### src/rtl/dr_lu_pkg.sv
package dr_lu_pkg;
  localparam int NUM_OPS = 2;

  typedef struct packed {
    logic               launch;
    logic               flush;
    logic [NUM_OPS-1:0] take;
  } luStrobe_t;
endpackage

### src/rtl/dr_lu_ctrl.sv
module dr_lu_ctrl
  import dr_lu_pkg::*;
(
  input  logic               clk,
  input  logic               rst,
  input  logic [NUM_OPS-1:0] railZero,
  input  logic [NUM_OPS-1:0] railOne,
  input  logic [NUM_OPS-1:0] held,
  input  logic [NUM_OPS-1:0] heldVal,
  output luStrobe_t          strobe,
  output logic               readyOwn,
  output logic               errFlag
);
  logic                evalNow;
  logic [NUM_OPS-1:0]  heldEff;
  logic [NUM_OPS-1:0]  conflictOp;
  logic                conflict;
  logic                anyPulse;

  assign evalNow = &held;

  genvar gi;
  generate
    for (gi = 0; gi < NUM_OPS; gi++) begin : gSlot
      assign heldEff[gi]    = held[gi] & ~evalNow;
      assign conflictOp[gi] = (railZero[gi] & railOne[gi]) |
                              (heldEff[gi] & ((heldVal[gi] & railZero[gi]) |
                                              (~heldVal[gi] & railOne[gi])));
      assign strobe.take[gi] = ~conflict & (railZero[gi] | railOne[gi]) & ~heldEff[gi];
    end
  endgenerate

  assign conflict      = |conflictOp;
  assign anyPulse      = |(railZero | railOne);
  assign strobe.launch = evalNow;
  assign strobe.flush  = evalNow | conflict;

  always_ff @(posedge clk) begin
    if (rst) begin
      readyOwn <= 1'b0;
      errFlag  <= 1'b0;
    end else begin
      if (strobe.launch)  readyOwn <= 1'b1;
      else if (anyPulse)  readyOwn <= 1'b0;
      if (conflict)       errFlag  <= 1'b1;
    end
  end

  // the error flag never drops outside reset
  assert_err_sticky_R7: assert property (@(posedge clk) disable iff (rst)
    errFlag |=> errFlag);

  // the error flag only rises after an operand pulse
  assert_err_cause_R7: assert property (@(posedge clk) disable iff (rst)
    $rose(errFlag) |-> $past(|(railZero | railOne)));
endmodule

### src/rtl/dr_lu_datapath.sv
module dr_lu_datapath
  import dr_lu_pkg::*;
#(
  parameter int TABLE_SIZE = 1 << NUM_OPS
) (
  input  logic                  clk,
  input  logic                  rst,
  input  logic [NUM_OPS-1:0]    railOne,
  input  logic [TABLE_SIZE-1:0] funcTable,
  input  luStrobe_t             strobe,
  output logic [NUM_OPS-1:0]    held,
  output logic [NUM_OPS-1:0]    heldVal,
  output logic                  resZero,
  output logic                  resOne,
  output logic                  resultBit
);
  logic tableOut;

  assign tableOut = funcTable[heldVal];

  genvar gi;
  generate
    for (gi = 0; gi < NUM_OPS; gi++) begin : gLatch
      always_ff @(posedge clk) begin
        if (rst) begin
          held[gi]    <= 1'b0;
          heldVal[gi] <= 1'b0;
        end else if (strobe.take[gi]) begin
          held[gi]    <= 1'b1;
          heldVal[gi] <= railOne[gi];
        end else if (strobe.flush) begin
          held[gi]    <= 1'b0;
        end
      end
    end
  endgenerate

  always_ff @(posedge clk) begin
    if (rst) begin
      resZero   <= 1'b0;
      resOne    <= 1'b0;
      resultBit <= 1'b0;
    end else begin
      resOne  <= strobe.launch & tableOut;
      resZero <= strobe.launch & ~tableOut;
      if (strobe.launch) resultBit <= tableOut;
    end
  end

  // the output wires are never high together
  assert_rail_excl_R3: assert property (@(posedge clk) disable iff (rst)
    $onehot0({resZero, resOne}));

  // a result pulse needs a complete operand pair one edge earlier
  assert_pulse_cause_R3: assert property (@(posedge clk) disable iff (rst)
    (resZero | resOne) |-> $past(&held));

  // the stored result matches the pulse just emitted
  assert_hold_result_R5: assert property (@(posedge clk) disable iff (rst)
    (resZero | resOne) |-> (resultBit == resOne));
endmodule

### src/rtl/dr_lu_join.sv
module dr_lu_join #(
  parameter int NUM_QUARTERS = 4
) (
  input  logic                    clk,
  input  logic                    rst,
  input  logic [NUM_QUARTERS-1:0] readyVec,
  input  logic [NUM_QUARTERS-1:0] joinMask,
  output logic                    joinFire
);
  logic allReady;
  logic allReadyPrev;

  assign allReady = (|joinMask) && ((readyVec & joinMask) == joinMask);

  always_ff @(posedge clk) begin
    if (rst) begin
      allReadyPrev <= 1'b0;
      joinFire     <= 1'b0;
    end else begin
      allReadyPrev <= allReady;
      joinFire     <= allReady & ~allReadyPrev;
    end
  end

  // the join pulse is one cycle wide
  assert_join_single_R9: assert property (@(posedge clk) disable iff (rst)
    joinFire |=> !joinFire);

  // an empty mask never produces a join pulse
  assert_join_mask_R9: assert property (@(posedge clk) disable iff (rst)
    joinFire |-> $past(|joinMask));
endmodule

### src/rtl/dr_logic_unit.sv
module dr_logic_unit
  import dr_lu_pkg::*;
#(
  parameter int NUM_QUARTERS = 4
) (
  input  logic                    clk,
  input  logic                    rst,
  input  logic [3:0]              funcTable,
  input  logic                    aZero,
  input  logic                    aOne,
  input  logic                    bZero,
  input  logic                    bOne,
  input  logic [NUM_QUARTERS-2:0] peerReady,
  input  logic [NUM_QUARTERS-1:0] joinMask,
  output logic                    resZero,
  output logic                    resOne,
  output logic                    resultBit,
  output logic                    readyOwn,
  output logic                    errFlag,
  output logic                    joinFire
);
  localparam int TABLE_SIZE = 1 << NUM_OPS;

  luStrobe_t          strobe;
  logic [NUM_OPS-1:0] railZero;
  logic [NUM_OPS-1:0] railOne;
  logic [NUM_OPS-1:0] held;
  logic [NUM_OPS-1:0] heldVal;

  // slot 1 is operand A so that the held values index the table as {a,b}
  assign railZero = {aZero, bZero};
  assign railOne  = {aOne, bOne};

  dr_lu_ctrl uCtrl (
    .clk      (clk),
    .rst      (rst),
    .railZero (railZero),
    .railOne  (railOne),
    .held     (held),
    .heldVal  (heldVal),
    .strobe   (strobe),
    .readyOwn (readyOwn),
    .errFlag  (errFlag)
  );

  dr_lu_datapath #(.TABLE_SIZE(TABLE_SIZE)) uDp (
    .clk       (clk),
    .rst       (rst),
    .railOne   (railOne),
    .funcTable (funcTable),
    .strobe    (strobe),
    .held      (held),
    .heldVal   (heldVal),
    .resZero   (resZero),
    .resOne    (resOne),
    .resultBit (resultBit)
  );

  dr_lu_join #(.NUM_QUARTERS(NUM_QUARTERS)) uJoin (
    .clk      (clk),
    .rst      (rst),
    .readyVec ({peerReady, readyOwn}),
    .joinMask (joinMask),
    .joinFire (joinFire)
  );

  // ready is up whenever a result pulse is out
  assert_ready_with_pulse_R8: assert property (@(posedge clk) disable iff (rst)
    (resZero | resOne) |-> readyOwn);
endmodule

### config.mk
export PLATFORM = sky130hd
export DESIGN_NAME = dr_logic_unit
export DESIGN_NICKNAME = d
export VERILOG_FILES = /design/src/rtl/dr_lu_pkg.sv /design/src/rtl/dr_lu_ctrl.sv /design/src/rtl/dr_lu_datapath.sv /design/src/rtl/dr_lu_join.sv /design/src/rtl/dr_logic_unit.sv
export SDC_FILE = /design/constraint.sdc
export NUM_CORES = 1
export LEC_CHECK = 0
export BUFFER_PORTS_ARGS = -buffer_cell sky130_fd_sc_hd__buf_2
export CORE_AREA = 2 2 39 41
export DETAILED_ROUTE_END_ITERATION = 7
export DIE_AREA = 0 0 41 43
export GPL_ROUTABILITY_DRIVEN = 0
export HOLD_SLACK_MARGIN = 0.05
export PLACE_DENSITY = 0.71
export SLEW_MARGIN = 0
export SYNTH_ARGS = -nofsm -noshare
export SYNTH_HDL_FRONTEND = slang
export SYNTH_SLANG_ARGS = --single-unit
### constraint.sdc
create_clock -name clk -period 2.5 [get_ports clk]
set_input_delay 0.375 -clock clk [delete_from_list [all_inputs] [get_ports clk]]
set_output_delay 0.375 -clock clk [all_outputs]
set_load 0.02 [all_outputs]
==> flow_summary.yaml <==
floorplan:
  die_h_um: 43
  rows: 14
  dieWidth_um: 41
  start_util_pct: 39.96
  die_area_um2: 1763
  io_pins: 23
  core-area_um2: 1384
sta:
  relSlewSlack_pct: 76.89
  setup_viol: 0
  finalMaxSlewViolations: 0
  worst_slew_pin_slew_ns: 0.3430
  finalWorstSetupSlack_ns: 1.241
  worst_clock_skew_ns: 0.006098
  timing_hold_violations_final: 0
  rsz0062_at_grt: "no"
  fin_tns_setup_ns: 0
  fin_crit_sh_pct: 50.37
  holdWs_ns: 0.3656
  fmax_ghz: 0.7941
  period_minus_slack_ns: 1.259
drt:
  finalWirelength_um: 1229
  drc_errors: 0
  drt-wirelength-per-cell_um: 12.29
  ant_nets: 0
  firstDrtPassIters: 4
  drtIter0Drc: 5
  vias: 518
  viasPerCell: 5.180
clocking:
  cts.hold.buffers_added: 0
  clock_path_buffers: 2
  clkTransAtPathRegs_ns: 0.07
  tritoncts: "yes"
  htreeDepth: 1
  cts_resized: 0
  clk_latency_ns: 0.27
  cts_root_buf: "clkbuf_4"
  cts_sinks: 11
  cts_setup_buffers: 0
  cts_made_buffers: 3
finish:
  layout-drive-gt1-share_pct: 39.29
  diodes: 0
  final_cells: 100
  nNetsFinal: 102
  area_growth_pct: 27.38
place:
  place_ws_ns: 1.220
  post-dp-hpwl_um: 932.1
  dp_cells: 96
  portBuffers: 22
yosys:
  yosys_warnings: 0
  ys_types: 20
  avgSynthCellArea_um2: 9.373
  syn_area_um2: 553.0
  synthesis.instances: 59
  ys_seq_area_share_pct: 39.82
  synth_seq_cells: 11
  syn_nets: 76
power:
  power_leakage_uw: 0.0003118
  powerDensity_nw_per_um2: 567.7
  ir_drop_mv: 0.2809
global_routing:
  grt_pass1_wl_um: 1945
  antenna_found_initial: 0
  grt_max_degree: 11
  gr-total-overflow: 0
  grt_pass1_vias: 485
  gr-usage-all-layers_pct: 16.62
critical_path:
  cp-end-kind: "flop"
  cp.arrival_ns: 1.43
  critPathSlowestCell: "dfxtp_1"
  cpPeakStageDelay_ns: 0.41
  path_max_fanout: 4
  cp_num_buf_inv: 0
  crit_required_ns: 2.67
  crit_type: "reg -> reg"
  worstPathCellList: "mux2i_1 -> o21ai_2 -> a2111oi_2"
  cp_top_family: "compound AO/OA/AOI/OAI gates"
  start_kind: "flop"
job:
  drv_cap: 0
run_status:
  status: "complete, no violations"
worst_hold_path:
  hold_path.class: "in -> reg"
-- sequential cells by signal (all words and copies together), names as in the netlist --
register / count
uCtrl.readyOwn: 1
uCtrl.errFlag: 1
uDp.heldVal: 2
uDp.resOne: 1
uJoin.allReadyPrev: 1
uDp.resZero: 1
uDp.resultBit: 1
uJoin.joinFire: 1
uDp.held: 2
-- layer usage --
metal	GRT usage, %	share of wire [%]	wire (um)
met1	17.53	41	510
met2	28.13	52	639
met3	4.712	5.5	68
met4	8.000	0.90	11
met5	0	0	0
-- synthesized netlist by cell type (all sizes together) --
cell type / n / area [um2]
nand3: 2 / 10.01
a2111oi: 2 / 30.03
buf: 1 / 5.000
inv: 4 / 15.01
o221ai: 1 / 8.760
mux4: 1 / 22.52
nand2b: 3 / 33.79
nor4: 2 / 12.51
nor2b: 4 / 25.02
o211ai: 2 / 25.02
nor2: 3 / 11.26
a21oi: 4 / 20.02
dfxtp: 11 / 220.2
nor3: 2 / 10.01
mux2i: 4 / 40.04
o21ai: 6 / 33.78
nand2: 6 / 22.52
nor3b: 1 / 7.510
-- path summary, 6_finish.rpt --
kind                                    startpoint  cells after the start  slack [ns]        endpoint
worst max-delay path                uDp.heldVal[0]                      3        1.24     uDp.held[0]
worst min-delay path                          aOne                      2        0.37     uDp.held[1]
worst max register to register      uDp.heldVal[0]                      3        1.24     uDp.held[0]
worst min register to register  uJoin.allReadyPrev                      1        0.39  uJoin.joinFire
-- per-stage QoR --
stage	total power, uW	instance area (um2)	util (%)
2_1_floorplan	253.1	553.0	-
3_3_place_gp	279.1	678.2	49.01
3_5_place_dp	280.8	678.2	49.01
4_1_cts	405.0	704.4	50.90
5_1_grt	424.5	704.4	50.90
6_report	399.9	704.4	50.90
-- worst register-to-register path, cell delays in order (launching register included) --
cell,delay [ns]
dfxtp_1,0.41
mux2i_1,0.31
o21ai_2,0.12
a2111oi_2,0.32
-- placed cells by master (no fill, tap or decap), drive strengths merged --
| master | count |
|---|---|
| buf | 22 |
| dfxtp | 11 |
| nand2 | 6 |
| o21ai | 6 |
| inv | 4 |
| nor2b | 4 |
| mux2i | 4 |
| a21oi | 4 |
| clkbuf | 4 |
| nor2 | 3 |
| nand2b | 3 |
| nor3 | 2 |
| nor4 | 2 |
| a2111oi | 2 |
| o211ai | 2 |
| nand3 | 2 |
| mux4 | 1 |
| o221ai | 1 |
| nor3b | 1 |
-- final cells by class --
cell class              instances  area (um2)
multi-input cells              43       312.8
flip-flops and latches         11       220.2
repair buffers                 22       110.1
inverters                       4       15.01
well taps                      16       20.02
fillers                       142       679.4
clock buffers                   4       26.28
-- cells by family (layout without fill, tap and decap cells) --
group,Yosys count,count (layout),synth area share [%]
compound gates,15,15,21.27
buf+inv,5,30,3.618
simple gates,23,23,23.98
mux,5,5,11.31
flops,11,11,39.82
-- report_power, final --
part	total [uW]	internal, uW	switching (uW)
Clock	122	61.7	60.5
Combinational	81.4	39.7	41.7
Sequential	196	185	10.8
No activity file was read; power rests on OpenSTA's default activity.
